==> config.mk <==
export PLATFORM = sky130hd
export DESIGN_NAME = hw_break_unit
export DESIGN_NICKNAME = d
export VERILOG_FILES = /design/src/rtl/hw_break_pkg.sv /design/src/rtl/brk_regs.sv /design/src/rtl/brk_match.sv /design/src/rtl/brk_tagq.sv /design/src/rtl/brk_issue.sv /design/src/rtl/hw_break_unit.sv
export SDC_FILE = /design/constraint.sdc
export NUM_CORES = 1
export LEC_CHECK = 0
export BUFFER_PORTS_ARGS = -buffer_cell sky130_fd_sc_hd__buf_2
export CORE_MARGIN = 3
export CORE_UTILIZATION = 60
export CTS_BUF_LIST = sky130_fd_sc_hd__clkbuf_8
export CTS_CLUSTER_SIZE = 30
export DETAILED_ROUTE_END_ITERATION = 8
export HOLD_SLACK_MARGIN = 0.02
export PLACE_DENSITY = 0.86
export SLEW_MARGIN = 0
export SYNTH_ARGS = -nofsm -noshare
export SYNTH_HDL_FRONTEND = slang
export SYNTH_SLANG_ARGS = --single-unit
export TNS_END_PERCENT = 1
==> constraint.sdc <==
create_clock -name clk -period 4.8 [get_ports clk]
set_input_delay 0.72 -clock clk [delete_from_list [all_inputs] [get_ports clk]]
set_output_delay 0.72 -clock clk [all_outputs]
set_load 0.02 [all_outputs]
==> src/rtl/hw_break_pkg.sv <==
package hw_break_pkg;

    localparam int BUS_W   = 16;
    localparam int EXT_W   = 8;
    localparam int XCMP_W  = 6;
    localparam int REG_AW  = 3;
    localparam int BYTE_W  = 8;
    localparam int WIN_W   = EXT_W - XCMP_W;

    typedef enum logic [1:0] {
        PG_NONE   = 2'd0,
        PG_WINDOW = 2'd1,
        PG_PLAIN  = 2'd2,
        PG_EXTHI  = 2'd3
    } page_sel_e;

    typedef enum logic [REG_AW-1:0] {
        RA_CTRL = 3'd0,
        RA_PAGE = 3'd1,
        RA_CMPA = 3'd2,
        RA_CMPB = 3'd3,
        RA_CMPC = 3'd4,
        RA_CAPT = 3'd5
    } reg_addr_e;

    // packed: first member is the most significant bit (bit 7)
    typedef struct packed {
        logic rw_val;
        logic rw_cmp_en;
        logic tag_c;
        logic c_en;
        logic tag_ab;
        logic to_bgnd;
        logic full_mode;
        logic ab_en;
    } ctrl_t;

    typedef struct packed {
        ctrl_t              ctrl;
        page_sel_e          page;
        logic [XCMP_W-1:0]  xcmp;
        logic [BUS_W-1:0]   cmp_a;
        logic [BUS_W-1:0]   cmp_b;
        logic [BUS_W-1:0]   cmp_c;
        logic               cap_en;
    } cfg_t;

    typedef struct packed {
        logic              valid;
        logic              fetch;
        logic              rw;
        logic [EXT_W-1:0]  ext;
        logic [BUS_W-1:0]  addr;
        logic [BUS_W-1:0]  data;
    } bus_t;

    typedef struct packed {
        logic force_hit;
        logic tag_hit;
    } hit_t;

    // high byte that comparator C sees, per page mode
    function automatic logic [BYTE_W-1:0] c_high_byte(page_sel_e s,
                                                      logic [BUS_W-1:0] a,
                                                      logic [EXT_W-1:0] x);
        if (s == PG_WINDOW)
            return {x[WIN_W-1:0], a[BUS_W-WIN_W-1:BYTE_W]};
        return a[BUS_W-1:BYTE_W];
    endfunction

    function automatic logic c_page_ok(page_sel_e s,
                                       logic [EXT_W-1:0] x,
                                       logic [XCMP_W-1:0] v);
        return (s != PG_EXTHI) || (x[EXT_W-1 -: XCMP_W] == v);
    endfunction

endpackage

==> src/rtl/brk_regs.sv <==
module brk_regs
    import hw_break_pkg::*;
(
    input  logic               clk,
    input  logic               rst,
    input  logic               we,
    input  logic [REG_AW-1:0]  addr,
    input  logic [BUS_W-1:0]   wdata,
    input  logic               arm_loop1,
    output cfg_t               cfg,
    output logic [BUS_W-1:0]   rdata
);

    always_ff @(posedge clk) begin
        if (rst) begin
            cfg <= '0;
        end else begin
            if (we) begin
                case (reg_addr_e'(addr))
                    RA_CTRL: cfg.ctrl  <= ctrl_t'(wdata[BYTE_W-1:0]);
                    RA_PAGE: begin
                        cfg.page <= page_sel_e'(wdata[1:0]);
                        cfg.xcmp <= wdata[BYTE_W +: XCMP_W];
                    end
                    RA_CMPA: cfg.cmp_a <= wdata;
                    RA_CMPB: cfg.cmp_b <= wdata;
                    RA_CMPC: cfg.cmp_c <= wdata;
                    RA_CAPT: begin
                        // setting capture is refused while A/B breakpoints own the comparators
                        if (!cfg.ctrl.ab_en || !wdata[0])
                            cfg.cap_en <= wdata[0];
                    end
                    default: ;
                endcase
            end
            if (arm_loop1)
                cfg.ctrl.c_en <= 1'b0;
        end
    end

    always_comb begin
        case (reg_addr_e'(addr))
            RA_CTRL: rdata = BUS_W'(cfg.ctrl);
            RA_PAGE: rdata = BUS_W'({cfg.xcmp, {(BYTE_W-2){1'b0}}, cfg.page});
            RA_CMPA: rdata = cfg.cmp_a;
            RA_CMPB: rdata = cfg.cmp_b;
            RA_CMPC: rdata = cfg.cmp_c;
            RA_CAPT: rdata = BUS_W'(cfg.cap_en);
            default: rdata = '0;
        endcase
    end

endmodule

==> src/rtl/brk_match.sv <==
module brk_match
    import hw_break_pkg::*;
(
    input  cfg_t  cfg,
    input  bus_t  bus,
    output hit_t  hit
);

    logic a_addr, b_addr, b_data, ab_match;
    logic c_lo_ok, c_hi_ok, c_pg_ok, c_rw_ok, c_match;
    logic ab_force, ab_tag, c_force, c_tag;
    logic unused_cfg;

    assign unused_cfg = ^{cfg.cap_en, cfg.ctrl.to_bgnd};

    always_comb begin
        a_addr   = (bus.addr == cfg.cmp_a);
        b_addr   = (bus.addr == cfg.cmp_b);
        b_data   = (bus.data == cfg.cmp_b);
        ab_match = cfg.ctrl.ab_en &&
                   (cfg.ctrl.full_mode ? (a_addr && b_data) : (a_addr || b_addr));

        c_lo_ok  = (bus.addr[BYTE_W-1:0] == cfg.cmp_c[BYTE_W-1:0]);
        c_hi_ok  = (c_high_byte(cfg.page, bus.addr, bus.ext) == cfg.cmp_c[BUS_W-1:BYTE_W]);
        c_pg_ok  = c_page_ok(cfg.page, bus.ext, cfg.xcmp);
        c_rw_ok  = !cfg.ctrl.rw_cmp_en || (bus.rw == cfg.ctrl.rw_val);
        c_match  = cfg.ctrl.c_en && c_lo_ok && c_hi_ok && c_pg_ok && c_rw_ok;

        ab_force = ab_match && !cfg.ctrl.tag_ab;
        ab_tag   = ab_match &&  cfg.ctrl.tag_ab;
        c_force  = c_match  && !cfg.ctrl.tag_c;
        c_tag    = c_match  &&  cfg.ctrl.tag_c;

        hit.force_hit = bus.valid && (ab_force || c_force);
        hit.tag_hit   = bus.valid && bus.fetch && (ab_tag || c_tag);
    end

endmodule

==> src/rtl/brk_tagq.sv <==
module brk_tagq #(
    parameter int DEPTH = 4
) (
    input  logic clk,
    input  logic rst,
    input  logic push,
    input  logic tag_in,
    input  logic pop_req,
    input  logic flush,
    output logic tag_due
);

    localparam int CNT_W = $clog2(DEPTH + 1);

    logic [DEPTH-1:0] tag_q, tag_d;
    logic [DEPTH:0]   tag_ext;
    logic [CNT_W-1:0] cnt_q, cnt_d, wr_idx;
    logic             pop, push_ok;

    always_comb begin
        pop     = pop_req && (cnt_q != '0);
        push_ok = push && ((cnt_q != CNT_W'(DEPTH)) || pop);
        wr_idx  = cnt_q - CNT_W'(pop);
        cnt_d   = cnt_q + CNT_W'(push_ok) - CNT_W'(pop);
        tag_ext = {1'b0, tag_q};
        for (int i = 0; i < DEPTH; i++) begin
            tag_d[i] = pop ? tag_ext[i+1] : tag_q[i];
            if (push_ok && (wr_idx == CNT_W'(i)))
                tag_d[i] = tag_in;
        end
    end

    assign tag_due = pop && tag_q[0] && !flush;

    always_ff @(posedge clk) begin
        if (rst || flush) begin
            cnt_q <= '0;
            tag_q <= '0;
        end else begin
            cnt_q <= cnt_d;
            tag_q <= tag_d;
        end
    end

endmodule

==> src/rtl/brk_issue.sv <==
module brk_issue (
    input  logic clk,
    input  logic rst,
    input  logic force_hit,
    input  logic boundary,
    input  logic tag_due,
    input  logic to_bgnd,
    output logic brk_req,
    output logic brk_bgnd
);

    logic pend_q, force_due, any_due;

    assign force_due = boundary && pend_q;
    assign any_due   = force_due || tag_due;

    always_ff @(posedge clk) begin
        if (rst) begin
            pend_q   <= 1'b0;
            brk_req  <= 1'b0;
            brk_bgnd <= 1'b0;
        end else begin
            pend_q  <= force_hit || (pend_q && !force_due);
            brk_req <= any_due;
            if (any_due)
                brk_bgnd <= to_bgnd;
        end
    end

endmodule

==> src/rtl/hw_break_unit.sv <==
module hw_break_unit
    import hw_break_pkg::*;
#(
    parameter int QDEPTH = 4
) (
    input  logic               clk,
    input  logic               rst,
    input  logic               cfg_we,
    input  logic [REG_AW-1:0]  cfg_addr,
    input  logic [BUS_W-1:0]   cfg_wdata,
    output logic [BUS_W-1:0]   cfg_rdata,
    input  logic               arm_loop1,
    input  logic               bus_valid,
    input  logic               bus_fetch,
    input  logic               bus_rw,
    input  logic [EXT_W-1:0]   bus_ext,
    input  logic [BUS_W-1:0]   bus_addr,
    input  logic [BUS_W-1:0]   bus_data,
    input  logic               instr_boundary,
    input  logic               exec_pop,
    input  logic               flush,
    output logic               brk_req,
    output logic               brk_bgnd
);

    cfg_t cfg;
    bus_t bus;
    hit_t hit;
    logic tag_due;

    always_comb begin
        bus.valid = bus_valid;
        bus.fetch = bus_fetch;
        bus.rw    = bus_rw;
        bus.ext   = bus_ext;
        bus.addr  = bus_addr;
        bus.data  = bus_data;
    end

    brk_regs u_regs (
        .clk       (clk),
        .rst       (rst),
        .we        (cfg_we),
        .addr      (cfg_addr),
        .wdata     (cfg_wdata),
        .arm_loop1 (arm_loop1),
        .cfg       (cfg),
        .rdata     (cfg_rdata)
    );

    brk_match u_match (
        .cfg (cfg),
        .bus (bus),
        .hit (hit)
    );

    brk_tagq #(.DEPTH(QDEPTH)) u_tagq (
        .clk     (clk),
        .rst     (rst),
        .push    (bus_valid && bus_fetch),
        .tag_in  (hit.tag_hit),
        .pop_req (exec_pop),
        .flush   (flush),
        .tag_due (tag_due)
    );

    brk_issue u_issue (
        .clk       (clk),
        .rst       (rst),
        .force_hit (hit.force_hit),
        .boundary  (instr_boundary),
        .tag_due   (tag_due),
        .to_bgnd   (cfg.ctrl.to_bgnd),
        .brk_req   (brk_req),
        .brk_bgnd  (brk_bgnd)
    );

endmodule

Yosys cells after proc, flatten, opt, wreduce, memory -nomap -nowiden
Index checks and enable logic that the tools add are counted.
{"block": "word_totals", "ff_bits": 75, "latch_bits": 0, "ramBits": 0, "mem_bits_ro": 0, "inputBits": 69, "out_inout_bits": 18, "wordCells": 110, "n_memories": 0}
{"block": "op_classes", "add_sub_neg": 3, "mul": 0, "div": 0, "n_lt_le_gt_ge": 0, "eq_ne": 18, "n_shift": 0, "mux": 13, "bitwise": 0, "n_reduce_logical": 54}
{"cell": "one-hot mux 16 bit (6 select lines)", "count": 1}
{"cell": "equality test 16 bit", "count": 3}
{"cell": "logical AND 1 bit", "count": 23}
{"cell": "equality test 8 bit", "count": 2}
{"cell": "two-way mux 8 bit", "count": 2}
{"cell": "equality test 3 x 2 -> 1 bit (second input constant)", "count": 4}
{"cell": "logical OR 1 bit", "count": 10}
{"cell": "two-way mux 1 bit", "count": 10}
{"cell": "AND reduction 2 bit", "count": 5}
{"cell": "nonzero test 2 bit", "count": 4}
{"cell": "logical NOT 1 bit", "count": 7}
{"cell": "equality test 3 x 1 -> 1 bit (second input constant)", "count": 2}
{"cell": "equality test 3 bit (second input constant)", "count": 2}
{"cell": "equality test 6 bit", "count": 1}
{"cell": "logical NOT 3 bit", "count": 2}
{"cell": "subtractor 3 x 1 -> 3 bit", "count": 2}
{"cell": "adder 3 x 1 -> 3 bit", "count": 1}
{"cell": "inequality test 3 bit (second input constant)", "count": 1}
{"cell": "AND reduction 3 bit", "count": 1}
{"cell": "nonzero test 3 bit", "count": 1}
{"cell": "equality test 2 x 1 -> 1 bit (second input constant)", "count": 1}
{"cell": "inequality test 2 bit (second input constant)", "count": 1}
{"cell": "OR reduction 2 bit", "count": 1}
{"cell": "equality test 1 bit", "count": 1}

Depth between registers and ports, before layout
{"block": "logic_depth", "word_depth": 11, "depth_mapped": 9, "ltp_nobuf": 9}

Hierarchy
Synthesis repeated with hierarchy kept, for this count alone.
{"block": "unflattened", "hier_cells": 512, "area_unflattened_um2": 4314.1}
{"mod": "brk_regs", "n_inst": 1, "cells_per_inst": 341, "area_per_inst_um2": 2850.2, "seq_area_each_um2": 1301.2}
{"mod": "brk_match", "n_inst": 1, "cells_per_inst": 108, "area_per_inst_um2": 859.6, "seq_area_each_um2": 0.0}
{"mod": "brk_tagq", "n_inst": 1, "cells_per_inst": 51, "area_per_inst_um2": 491.7, "seq_area_each_um2": 140.1}
{"mod": "brk_issue", "n_inst": 1, "cells_per_inst": 11, "area_per_inst_um2": 106.4, "seq_area_each_um2": 60.1}
{"mod": "hw_break_unit", "n_inst": 1, "cells_per_inst": 1, "area_per_inst_um2": 6.3, "seq_area_each_um2": 0.0}

Worst setup path after synthesis
No wires, ideal clock.
{"block": "synth_timing", "path_type": "input-to-output", "from": "input port cfg_addr[0]", "to": "output port cfg_rdata[5]", "arrival_ns": 2.034, "required_ns": 4.080, "slack_ns": 2.046, "path_stages": 5, "n_path_buf": 3, "cell_sequence": "clkbuf_1 buf_2 buf_2 a31oi_1 o21ai_0"}
{"block": "synth_via", "elab_chain_len": 2, "word_cells_on_any_way": 7, "classes_between": "5 x eq/ne; 1 x mux; 1 x reduce/logical"}
{"item": "start, declared", "line_no": "hw_break_unit.sv:9", "source": "input logic [REG_AW-1:0] cfg_addr,"}
{"item": "equality test 3 bit, or another cell as far along", "line_no": "brk_regs.sv:42", "source": "case (reg_addr_e'(addr))"}
{"item": "one-hot mux 16 bit (6 select lines) *", "line_no": "brk_regs.sv:42"}
{"item": "end, declared", "line_no": "hw_break_unit.sv:11", "source": "output logic [BUS_W-1:0] cfg_rdata,"}
Mark *: on every way between the ends. The rest lies on a longest branch, timed or not.

Worst setup path after layout
{"block": "layout_timing", "from": "input port cfg_addr[0]", "to": "output port cfg_rdata[6]"}
Same word-level chain as after synthesis.

==> flow_summary.toml <==
[clocking]
cts.htree.levels = 3
numClockSinks = 75
cts.repair.resized = 0
tritoncts = "yes"
cts-hold-fix-buffers = 0
root_buffer = "sky130_fd_sc_hd__clkbuf_8"
cts_max_path_buffers = 2
setup_bufs_post_cts = 0
insertion_delay_ps = 360
number_of_buffers_added_by_the_clock_tree_synthesis_step = 9
path_clk_slew_ps = 70

[layout]
nFillCells = 536
drive_above_1_share_pct = 19.2
num-nets-final = 685
final_design_area_no_fill_um2 = 4830
layout.cells.most_common = "sky130_fd_sc_hd__nand2_1"
area_taken_by_multi_input_logic_gates_um2 = 2530
layout-area-overhead-vs-synth_pct = 16.2
mostFrequentLayoutCells = "sky130_fd_sc_hd__nand2_1 (150), sky130_fd_sc_hd__buf_2 (86), sky130_fd_sc_hd__dfxtp_1 (75)"
n_antenna_cell = 0
seq_area_um2 = 1500

[synthesis]
synth_compound_area_share_pct = 14.6
largest_family_of_logic_cells_by_synthesized_area = "simple AND/OR/NAND/NOR gates"
syn_area_per_cell_um2 = 7.78
post_synth_mux_area_share_pct = 6.69
synthXorXnorAreaFrac_pct = 15.6
post_synth_simple_gate_area_pct = 22.5
synthesis.area_um2 = 4150
synth_adder_area_share_pct = 1.69
yosys_warnings = 0
ys_seq_elements = 75
async_reset_ff_share_pct = 0
synth.lib_cells_used.distinct = 39
synth_seq_area_share_pct = 36.2
synth_edf_count = 0
synthesis.instances = 534
post_synthesis_net_count = 608
synth-main-ff-cell = "sky130_fd_sc_hd__dfxtp_1"

[run]
drv.max_cap_violation_count = 0

[placed_design]
hpwl_um = 9190
finalWeightedCongestion = 0.935
place.port_buffers = 86
dpl_worst_slack_ps = 1390
dpl-instance-area_um2 = 4610

[power_and_ir_drop]
power.static_leakage_nw = 1.94
sw_frac_of_total_pct = 26.6
net_switching_power_mw = 0.368
irDropWorstVdd_v = 0.000175
power.share.clock_pct = 38.9
power_per_cell_area_nw_per_um2 = 286
report.power.total_mw = 1.38
combPwrFrac_pct = 13.9
share_seq_of_total_power_pct = 47.2
internal_power_mw = 1.01

[timing]
max_freq_mhz = 284
post-route-min-period_ps = 3520
fin_setup_tns_ps = 0
setup-violations-final = 0
timing_max_transition_violations_final = 0
rsz0062_at_grt = "no"
slew_headroom_pct = 24.8
clk_skew_ps = 9.05
max_slew.worst_pin.slew_ps = 1130
final_hold_viol_count = 0
final.setup.worst_slack_ps = 1280
min_period_over_period_pct = 73.3

[floorplanning]
count_of_boundary_i_o_pins = 87
core.rowCount = 29
initial_core_util_pct = 63.6
die_area_um2 = 7960
x_dimension_of_the_die_um = 89.2
core_region_area_um2 = 6530
die-height_um = 89.2

[worst_setup_path]
worstSetupPathType = "input pin to primary output"
critical_path.reg2reg.startpoint = "u_tagq.cnt_q[2]$_SDFF_PP0_"
worstRegToRegCells = 9
regToRegSetupSlack_ps = 1890
type_of_element_launching_the_critical_path = "input pin"
worst_r2r_endpoint = "u_tagq.cnt_q[2]$_SDFF_PP0_"
setup.worst_path.end_class = "primary output"
critPathLaunch = "cfg_addr[0]"
timing.critical_path.required_ps = 4080
critPathMaxFanout = 27
cp.arrival_ps = 2800

[routing]
drt-pass1-iter-count = 5
detail_route.wl_per_cell_um = 18.4
routed_wl_um = 12700
detail_route.vias_per_cell = 6.13
number_of_nets_still_failing_antenna_checks_after_routing = 0
drc_errors = 0
routed-via-count = 4242
first_iter_violations = 363

[global_route]
total_routing_usage_reported_by_global_routing_pct = 32.9
grt_busiest_layer = "met2"
grt_overflow = 0
grt.met2_usage_pct = 53.7
vias_in_the_first_global_route = 4008
initial_antenna_violation_count = 0
largest_net_degree_at_the_start_of_global_routing = 71
grt_pass1_wl_um = 19700
grt_use_met1_pct = 40.9
grt.met3_usage_pct = 5.62

[min_path]
hold_path.startpoint = "u_regs.cfg[34]$_SDFFE_PP0P_"
min_delay_worst_type = "flop to flop"
cells_on_worst_hold_path = 2
hold_path_end = "u_regs.cfg[34]$_SDFFE_PP0P_"

[run_status]
run_status = "complete, no violations"
layout make-up:
cell class / instances / share of cell area, %
timing repair buffer: 89 / 9.38
clock inverter: 5 / 1.61
clock buffer: 10 / 2.85
tap: 77 / 2.00
inverter: 7 / 0.544
multi-input combinational: 429 / 52.5
sequential: 75 / 31.1
flip-flops by register name, indices dropped and copies added (netlist names):
signal,count
u_tagq.tag_q,4
u_issue.pend_q,1
u_regs.cfg,65
u_tagq.cnt_q,3
u_issue.brk_req,1
u_issue.brk_bgnd,1
metrics by stage:
stage / utilization [%] / cells / hold slack (ps)
after floorplan: - / 534 / 449
after global placement: 70.6 / 677 / 466
after detailed placement: 70.6 / 677 / 473
after CTS: 73.9 / 692 / 484
after global routing: 73.9 / 692 / 511
final: 73.9 / 692 / 487
how the worst max path moves through the flow:
stage | slack (ps) | end
after floorplan | 2050 | cfg_rdata[5]
after global placement | 1540 | cfg_rdata[4]
after detailed placement | 1390 | cfg_rdata[11]
after CTS | 1360 | cfg_rdata[11]
after global routing | 1180 | cfg_rdata[11]
final | 1280 | cfg_rdata[6]
critical path, stage by stage:
cell and delay, ps:
sky130_fd_sc_hd__buf_2 290, sky130_fd_sc_hd__nor2_1 400, sky130_fd_sc_hd__and2_0 940, sky130_fd_sc_hd__nand2_1 110, sky130_fd_sc_hd__o21ai_0 130, sky130_fd_sc_hd__buf_2 200
kinds of logic after synthesis:
group | count (synthesis)
simple gates | 217
compound gates | 108
flops | 75
xor+xnor | 74
buf+inv | 30
mux | 25
fa+ha+maj | 5
power by group through the flow:
stage	combinational, mW	sequential, mW	clock, mW
after floorplan	0.112	0.660	0
after global placement	0.181	0.664	0
after detailed placement	0.187	0.665	0
after CTS	0.188	0.650	0.537
after global routing	0.208	0.652	0.562
final	0.192	0.651	0.538
Yosys cell counts (4+ instances only):
master / count / area [um^2]
sky130_fd_sc_hd__nand2_1: 150 / 563
sky130_fd_sc_hd__dfxtp_1: 75 / 1500
sky130_fd_sc_hd__a21oi_1: 66 / 330
sky130_fd_sc_hd__xor2_1: 45 / 394
sky130_fd_sc_hd__xnor2_1: 29 / 254
sky130_fd_sc_hd__clkbuf_1: 19 / 71.3
sky130_fd_sc_hd__nor2_1: 15 / 56.3
sky130_fd_sc_hd__o21ai_0: 15 / 75.1
sky130_fd_sc_hd__mux2_2: 12 / 135
sky130_fd_sc_hd__mux2i_1: 12 / 120
sky130_fd_sc_hd__a22oi_1: 11 / 82.6
sky130_fd_sc_hd__nor4_1: 9 / 56.3
sky130_fd_sc_hd__nand3_1: 8 / 40.0
sky130_fd_sc_hd__nand4_1: 8 / 50.1
sky130_fd_sc_hd__nor3_1: 8 / 40.0
sky130_fd_sc_hd__inv_1: 7 / 26.3
sky130_fd_sc_hd__nor2b_1: 6 / 37.5
sky130_fd_sc_hd__a31oi_1: 4 / 25.0
sky130_fd_sc_hd__ha_1: 4 / 50.1
sky130_fd_sc_hd__o21ai_1: 4 / 20.0
routing by layer:
layer  vias to the layer above  part of all wire (%)
met4                         0                   3.8
met3                        45                    10
met1                      1944                    38
met5                         -                     0
li1                       1964                     -
met2                       289                    47
Note: power is estimated with default switching activity, not from simulation.
